[src/rtl/sad_pe_pkg.sv]
package sad_pe_pkg;

    typedef enum logic {
        MODE_FULL = 1'b0,
        MODE_PAD  = 1'b1
    } win_mode_e;

    localparam int DEF_PIX_W = 8;
    localparam int DEF_WIN   = 11;
    localparam int DEF_BLK   = 8;

endpackage

[src/rtl/sad_row_ctrl.sv]
module sad_row_ctrl
    import sad_pe_pkg::*;
#(
    parameter int WIN = DEF_WIN,
    localparam int CNT_W = $clog2(WIN)
) (
    input  logic             clk,
    input  logic             rst_n,
    input  logic             accept_i,
    input  win_mode_e        mode_i,
    output logic [CNT_W-1:0] row_idx_o,
    output win_mode_e        mode_o,
    output logic             first_o,
    output logic             last_o
);

    typedef struct packed {
        logic [CNT_W-1:0] cnt;
        win_mode_e        mode;
    } ctrl_t;

    ctrl_t ctl_d, ctl_q;

    always_comb begin
        ctl_d     = ctl_q;
        first_o   = (ctl_q.cnt == '0);
        last_o    = (ctl_q.cnt == CNT_W'(WIN - 1));
        row_idx_o = ctl_q.cnt;
        mode_o    = first_o ? mode_i : ctl_q.mode;
        if (accept_i) begin
            if (first_o) begin
                ctl_d.mode = mode_i;
            end
            ctl_d.cnt = last_o ? '0 : ctl_q.cnt + CNT_W'(1);
        end
    end

    always_ff @(posedge clk or negedge rst_n) begin
        if (!rst_n) begin
            ctl_q <= '{cnt: '0, mode: MODE_FULL};
        end else begin
            ctl_q <= ctl_d;
        end
    end

endmodule

[src/rtl/sad_absdiff_row.sv]
module sad_absdiff_row
    import sad_pe_pkg::*;
#(
    parameter int PIX_W = DEF_PIX_W,
    parameter int WIN   = DEF_WIN,
    localparam int ROW_BITS = PIX_W * WIN
) (
    input  logic [ROW_BITS-1:0]       a_row_i,
    input  logic [ROW_BITS-1:0]       b_row_i,
    input  logic [WIN-1:0]            lane_en_i,
    output logic [WIN-1:0][PIX_W-1:0] diff_o
);

    for (genvar g = 0; g < WIN; g++) begin : g_lane
        logic [PIX_W-1:0] av, bv, mag;
        assign av  = a_row_i[g*PIX_W +: PIX_W];
        assign bv  = b_row_i[g*PIX_W +: PIX_W];
        assign mag = (av >= bv) ? (av - bv) : (bv - av);
        // a masked lane stands for zero in both operands, so it adds nothing
        assign diff_o[g] = lane_en_i[g] ? mag : '0;
    end

endmodule

[src/rtl/sad_lane_sum.sv]
module sad_lane_sum
    import sad_pe_pkg::*;
#(
    parameter int PIX_W = DEF_PIX_W,
    parameter int WIN   = DEF_WIN,
    localparam int SUM_W = $clog2(WIN * ((1 << PIX_W) - 1) + 1)
) (
    input  logic [WIN-1:0][PIX_W-1:0] diff_i,
    output logic [SUM_W-1:0]          sum_o
);

    always_comb begin
        sum_o = '0;
        for (int i = 0; i < WIN; i++) begin
            sum_o = sum_o + SUM_W'(diff_i[i]);
        end
    end

endmodule

[src/rtl/sad_window_pe.sv]
module sad_window_pe
    import sad_pe_pkg::*;
#(
    parameter int PIX_W = DEF_PIX_W,
    parameter int WIN   = DEF_WIN,
    parameter int BLK   = DEF_BLK,
    localparam int ROW_BITS = PIX_W * WIN,
    localparam int CNT_W    = $clog2(WIN),
    localparam int ROW_W    = $clog2(WIN * ((1 << PIX_W) - 1) + 1),
    localparam int ACC_W    = $clog2(WIN * WIN * ((1 << PIX_W) - 1) + 1)
) (
    input  logic                clk,
    input  logic                rst_n,
    input  logic                mode_i,
    input  logic                a_valid_i,
    input  logic [ROW_BITS-1:0] a_row_i,
    input  logic                b_valid_i,
    input  logic [ROW_BITS-1:0] b_row_i,
    output logic [ACC_W-1:0]    sad_o,
    output logic                sad_valid_o
);

    typedef struct packed {
        logic [WIN-1:0][PIX_W-1:0] s1_diff;
        logic                      s1_valid;
        logic                      s1_first;
        logic                      s1_last;
        logic [ACC_W-1:0]          acc;
        logic [ACC_W-1:0]          sad;
        logic                      out_valid;
    } pipe_t;

    pipe_t pipe_d, pipe_q;

    logic                      accept;
    logic [CNT_W-1:0]          row_idx;
    win_mode_e                 mode_eff;
    logic                      row_first;
    logic                      row_last;
    logic [WIN-1:0]            lane_en;
    logic [WIN-1:0][PIX_W-1:0] diff_row;
    logic [ROW_W-1:0]          row_sum;
    logic [ACC_W-1:0]          acc_next;

    assign accept = a_valid_i && b_valid_i;

    sad_row_ctrl #(.WIN(WIN)) ctrl_i (
        .clk       (clk),
        .rst_n     (rst_n),
        .accept_i  (accept),
        .mode_i    (win_mode_e'(mode_i)),
        .row_idx_o (row_idx),
        .mode_o    (mode_eff),
        .first_o   (row_first),
        .last_o    (row_last)
    );

    // padding: trailing columns in every row, every column in trailing rows
    always_comb begin
        for (int c = 0; c < WIN; c++) begin
            lane_en[c] = (mode_eff == MODE_FULL) ||
                         ((c < BLK) && (int'(row_idx) < BLK));
        end
    end

    sad_absdiff_row #(.PIX_W(PIX_W), .WIN(WIN)) absdiff_i (
        .a_row_i   (a_row_i),
        .b_row_i   (b_row_i),
        .lane_en_i (lane_en),
        .diff_o    (diff_row)
    );

    sad_lane_sum #(.PIX_W(PIX_W), .WIN(WIN)) lane_sum_i (
        .diff_i (pipe_q.s1_diff),
        .sum_o  (row_sum)
    );

    always_comb begin
        pipe_d           = pipe_q;
        pipe_d.s1_valid  = accept;
        pipe_d.s1_first  = accept && row_first;
        pipe_d.s1_last   = accept && row_last;
        if (accept) begin
            pipe_d.s1_diff = diff_row;
        end

        acc_next         = (pipe_q.s1_first ? '0 : pipe_q.acc) + ACC_W'(row_sum);
        pipe_d.out_valid = 1'b0;
        if (pipe_q.s1_valid) begin
            pipe_d.acc = acc_next;
            if (pipe_q.s1_last) begin
                pipe_d.sad       = acc_next;
                pipe_d.out_valid = 1'b1;
            end
        end
    end

    always_ff @(posedge clk or negedge rst_n) begin
        if (!rst_n) begin
            pipe_q <= '0;
        end else begin
            pipe_q <= pipe_d;
        end
    end

    assign sad_o       = pipe_q.sad;
    assign sad_valid_o = pipe_q.out_valid;

endmodule

[config.mk]
export PLATFORM = sky130hd
export DESIGN_NAME = sad_window_pe
export DESIGN_NICKNAME = d
export VERILOG_FILES = /design/src/rtl/sad_pe_pkg.sv /design/src/rtl/sad_row_ctrl.sv /design/src/rtl/sad_absdiff_row.sv /design/src/rtl/sad_lane_sum.sv /design/src/rtl/sad_window_pe.sv
export SDC_FILE = /design/constraint.sdc
export NUM_CORES = 1
export LEC_CHECK = 0
export BUFFER_PORTS_ARGS = -buffer_cell sky130_fd_sc_hd__buf_2
export CORE_MARGIN = 2
export CORE_UTILIZATION = 29
export CTS_BUF_LIST = sky130_fd_sc_hd__clkbuf_8 sky130_fd_sc_hd__clkbuf_16
export DETAILED_ROUTE_END_ITERATION = 12
export MAX_ROUTING_LAYER = met4
export PLACE_DENSITY = 0.57
export SLEW_MARGIN = 20
export SYNTH_ARGS = -nofsm -noshare
export SYNTH_HDL_FRONTEND = slang
export SYNTH_SLANG_ARGS = --single-unit
[constraint.sdc]
create_clock -name clk -period 14.6 [get_ports clk]
set_input_delay 2.19 -clock clk [delete_from_list [all_inputs] [get_ports clk]]
set_output_delay 2.19 -clock clk [all_outputs]
set_load 0.01 [all_outputs]
After elaboration in Yosys (flattened, before gate mapping)
Index checks and enable logic that the tools add are counted.
- register bits: 127
- input bits: 181
- word-level logic and storage cells: 100
- add/subtract/negate cells: 34
- magnitude comparators: 12
- equality and inequality tests: 1
- multiplexer cells: 27
- bitwise operators: 1
- reduce and logical (&&, ||, !) cells: 6
- operators by type and width (kind ; number):
    two-way mux 8 bit ; 22
    subtractor 8 bit ; 22
    adder 12 x 8 -> 12 bit ; 9
    greater-or-equal comparator 8 bit ; 11
    adder 15 x 12 -> 15 bit ; 1
    two-way mux 15 bit ; 1
    adder 8 x 8 -> 9 bit ; 1
    adder 4 x 1 -> 4 bit, second input constant ; 1
    equality test 4 bit, second input constant ; 1
    zero test 4 bit ; 1
    less-than comparator 4 bit, second input constant ; 1
    two-way mux 4 bit ; 1
    logical AND 1 bit ; 3
    two-way mux 1 bit ; 3
    AND reduction 2 bit ; 1
    logical OR 1 bit ; 1
    NOT 1 bit ; 1

Logic depth before layout (Yosys ltp)
- depth in word-level cells: 11
- mapped depth: 30
- mapped depth without buffers: 30

By module
A second synthesis with hierarchy kept.
- cells, all modules: 1754
- area, all modules: 15892.7 um2
- modules (own cells, without submodules) (module ; times used ; cells each ; area an instance (um2) ; seq. area each (um2)):
    sad_absdiff_row ; 1 ; 1059 ; 7744.9 ; 0.0
    sad_window_pe ; 1 ; 423 ; 5506.5 ; 3052.9
    sad_lane_sum ; 1 ; 244 ; 2332.2 ; 0.0
    sad_row_ctrl ; 1 ; 28 ; 309.0 ; 125.1

Worst setup path before layout
OpenSTA, ideal clock, no wires.
- path type: register to register
- start: register pipe_q[35] (netlist name)
- end: register pipe_q[29] (netlist name)
- setup time: 124 ps
- arrival time: 6632 ps
- required time: 14476 ps
- slack: 7844 ps
- cell stages (with the launch flop): 27
- buffers on the path: 0
- period minus slack after synthesis: 6756 ps
- cells stage by stage: dfrtp_1 > ha_1 > a21o_1 > a21oi_1 > nor2b_1 > o21a_1 > o41ai_1 > xnor2_1 > fa_1 > inv_1 > fa_1 > fa_1 > inv_1 > fa_1 > inv_1 > fa_1 > inv_1 > ha_1 > or4_1 > and4_1 > or3_1 > ha_1 > nor2b_1 > nor2_1 > nor2b_1 > o311a_1 > a211o_1
- cells in the longest elaborated chain, start to end: 11
- RTL lines (element ; RTL line ; RTL):
    start: declaration ; sad_window_pe.sv:33 ; pipe_t pipe_d, pipe_q;
    start signal: assignment ; sad_window_pe.sv:102 ; pipe_q <= pipe_d;
    adder 8 x 8 -> 9 bit ; sad_lane_sum.sv:15 ; sum_o = sum_o + SUM_W'(diff_i[i]);
    adder 12 x 8 -> 12 bit (9 in series) ; sad_lane_sum.sv:15 ;
    adder 15 x 12 -> 15 bit ; sad_window_pe.sv:87 ; acc_next = (pipe_q.s1_first ? '0 : pipe_q.acc) + ACC_W'(row_sum);
No other way between the ends.
A chain may end at the register's enable or synchronous reset.

Worst setup path in the final report
- start: register pipe_q[35] (netlist name)
- end: register pipe_q[30] (netlist name)
Same word-level chain as after synthesis.

==> run_results.csv <==
group,metric,value,unit
critical_path,startpoint,"pipe_q[35]$_DFFE_PN0P_",
synth,syn_nets,2320,
placement,portBuffers,196,
clock_tree,cts_hold_buf,0,
clock_tree,clkTransAtPathRegs,0.06,ns
critical_path,rr_worst_depth,27,
global_route,first_global_vias,13700,
critical_path,rr_endpoint,"pipe_q[30]$_DFFE_PN0P_",
timing,finClkSkew,0.0220,ns
critical_path,startpoint_type,"register",
drt,first_pass_iters,5,
timing,slew_headroom,34.3,%
timing,final_max_slew_viol_count,0,
drt,vias,13200,
synth,synth_ff_type,"dfrtp_1",
cells_and_area,syn_to_final_growth,13.1,%
critical_path,path_depth,27,
placement,place.gp.congestion,0.882,
timing,worst_pin_slew,0.983,ns
critical_path,cp.arrival,7.50,ns
global_route,grt_use_total,15.9,%
run,drv_cap,0,
global_route,grt-ovfl-total,0,
drt,drt-total-wl,43.0,mm
clock_tree,numCtsBuffers,17,
floorplanning,dieArea,0.0565,mm^2
critical_path,cpPeakStageDelay,0.50,ns
synth,synth_area,0.0158,mm^2
floorplanning,core,0.0539,mm^2
floorplanning,die_width,238,um
synth,avgSynthCellArea,8.56,um^2
clock_tree,cts_buffer_depth,2,
clock_tree,clkSinkCount,127,
global_route,antenna_found_initial,3,
floorplanning,fp-row-count,85,
min_path,hp-class,"reg -> reg",
cells_and_area,nNetsFinal,2449,
timing,fin_crit,7.19,ns
clock_tree,clk-insertion-delay-late,0.43,ns
timing,setup_viol_count_final,0,
synth,synth_enable_flop_cells,0,
critical_path,crit_required,14.91,ns
critical_path,path_max_fanout,5,
floorplanning,start_util,29.4,%
critical_path,r2r_slack,7.41,ns
clock_tree,cts_resized,0,
critical_path,critical_path.top_delay_family,"adder cells",
critical_path,path_buf_inv,4,
synth,synth.ff_latch_count,127,
timing,fin_crit_sh,49.3,%
global_route,grt_max_degree,73,
timing,fmax,0.139,GHz
drt,avgRoutedWirePerCell,16.0,um
status,outcome,"completed",
clock_tree,post_cts_buffers,0,
critical_path,crit_top_cell,"fa_1",
cells_and_area,multi_input_area,0.0111,mm^2
cells_and_area,seq_area,0.00318,mm^2
critical_path,slowest_stage,"fa_1",
critical_path,cp-endpoint,"pipe_q[30]$_DFFE_PN0P_",
synth,async_reset_ff_share,100,%
clock_tree,root_buffer,"clkbuf_16",
critical_path,r2r-start,"pipe_q[35]$_DFFE_PN0P_",
global_route,grt_pass1_wl,70.5,mm
clock_tree,cts_max_level,4,
critical_path,path_class,"reg -> reg",
synth,synth_cell_types,75,
drt,ant_nets,0,
clock_tree,tritoncts,"yes",
floorplanning,io_pins,197,
timing,timing.final.hold_violations,0,
drt,first_iter_violations,695,
placement,hpwl,35.8,mm
cells_and_area,drive_above_1_share,14.3,%
cells_and_area,final_cell_mix,"300 x inv_1, 204 x ha_1, 195 x buf_2, 127 x dfrtp_1, 123 x nand2_1",
critical_path,cp-end-kind,"register",
cells_and_area,fillers,5639,
drt,drc,0,
timing,final.setup.tns,0,ns
synth,seq_area_frac_synth,20.1,%
synth,synth_cells,1850,
timing,grt_setup_unrepaired,"no",
drt,vias_per_cell,4.91,
floorplanning,die_h,238,um
cells_and_area,layout_commonest_cell,"inv_1",
synth,ys_warn_count,0,
[metal layers]
metal | wire length (um) | vias to the layer above | track usage, %
met1 | 19600 | 6378 | 19.5
met3 | 1030 | 34 | 1.73
met4 | 737 | 0 | 4.04
met2 | 21700 | 203 | 27.9
li1 | - | 6582 | -
met5 | 0 | - | -
[worst min path at each step]
stage | start | end | slack, ns | cells past startpoint
after global placement | sad_o[8]$_DFFE_PN0P_ | sad_o[8]$_DFFE_PN0P_ | 0.47 | 2
after CTS | sad_o[12]$_DFFE_PN0P_ | sad_o[12]$_DFFE_PN0P_ | 0.49 | 2
after floorplan | pipe_q[117]$_DFFE_PN0P_ | pipe_q[117]$_DFFE_PN0P_ | 0.44 | 2
after detailed placement | sad_o[12]$_DFFE_PN0P_ | sad_o[12]$_DFFE_PN0P_ | 0.48 | 2
final | sad_o[2]$_DFFE_PN0P_ | sad_o[2]$_DFFE_PN0P_ | 0.48 | 2
after global routing | pipe_q[16]$_DFFE_PN0P_ | pipe_q[16]$_DFFE_PN0P_ | 0.51 | 1
[cells by family after synthesis]
group           count (synthesis)  share of synthesized area [%]
simple gates                  455                           14.7
buf+inv                       389                           9.79
mux                            90                           5.87
flops                         127                           20.1
xor+xnor                       56                           3.10
compound gates                444                           19.7
fa+ha+maj                     289                           26.9
[tightest hold or removal path, delay by kind of cell (launching register included)]
family          cells  cell delay [ns]
flops               1             0.34
compound gates      1             0.06
simple gates        1             0.05
[final cells by class]
type / count / share of cell area (%)
clock buffers: 21 / 2.68
well taps: 696 / 4.86
diodes: 3 / 0.0419
clock inverters: 8 / 0.642
flip-flops and latches: 127 / 17.7
inverters: 299 / 6.26
repair buffers: 200 / 5.68
multi-input cells: 1334 / 62.1
[synthesized netlist by cell type (all sizes together) (8+ instances only)]
library cell	instances	area share [%]
a211oi	23	1.8
a21boi	15	0.71
a21o	37	1.8
a21oi	98	3.2
a22o	10	0.55
a22oi	10	0.47
a31oi	17	0.67
and2	18	0.71
buf	32	1.3
clkbuf	58	1.4
dfrtp	127	20
fa	85	11
ha	204	16
inv	299	7.1
mux2	23	1.6
mux2i	67	4.2
nand2	125	3.0
nand2b	29	1.1
nand3	50	1.6
nand3b	9	0.43
nand4	26	1.0
nor2	68	1.6
nor2b	38	1.5
nor3	37	1.2
o2111ai	10	0.55
o211ai	17	0.81
o21a	24	1.1
o21ai	89	2.8
o21bai	8	0.38
o22ai	10	0.39
o31ai	11	0.52
or3	9	0.36
or4	9	0.43
xnor2	37	2.0
xor2	19	1.1
[stage by stage]
step,worst slack [ns],utilization (%),cells,hold WS [ns],area [um^2]
3_3_place_gp,7.57,32.1,2656,0.472,17300
4_1_cts,7.42,33.2,2685,0.489,17900
3_5_place_dp,7.43,32.1,2656,0.477,17300
6_report,7.41,33.2,2688,0.483,17900
5_1_grt,6.96,33.2,2688,0.510,17900
2_1_floorplan,7.84,-,1850,0.443,15800
[flip-flops by register name, summed over array words and instances, names as in the netlist]
| register | flops |
|---|---|
| pipe_q | 106 |
| sad_o | 15 |
| ctrl_i.row_idx_o | 4 |
| ctrl_i.ctl_q | 1 |
| sad_valid_o | 1 |
Power is left out: the tool's default activity adds up to more than one toggle a clock period on the data nets, which glitch-free logic cannot reach.
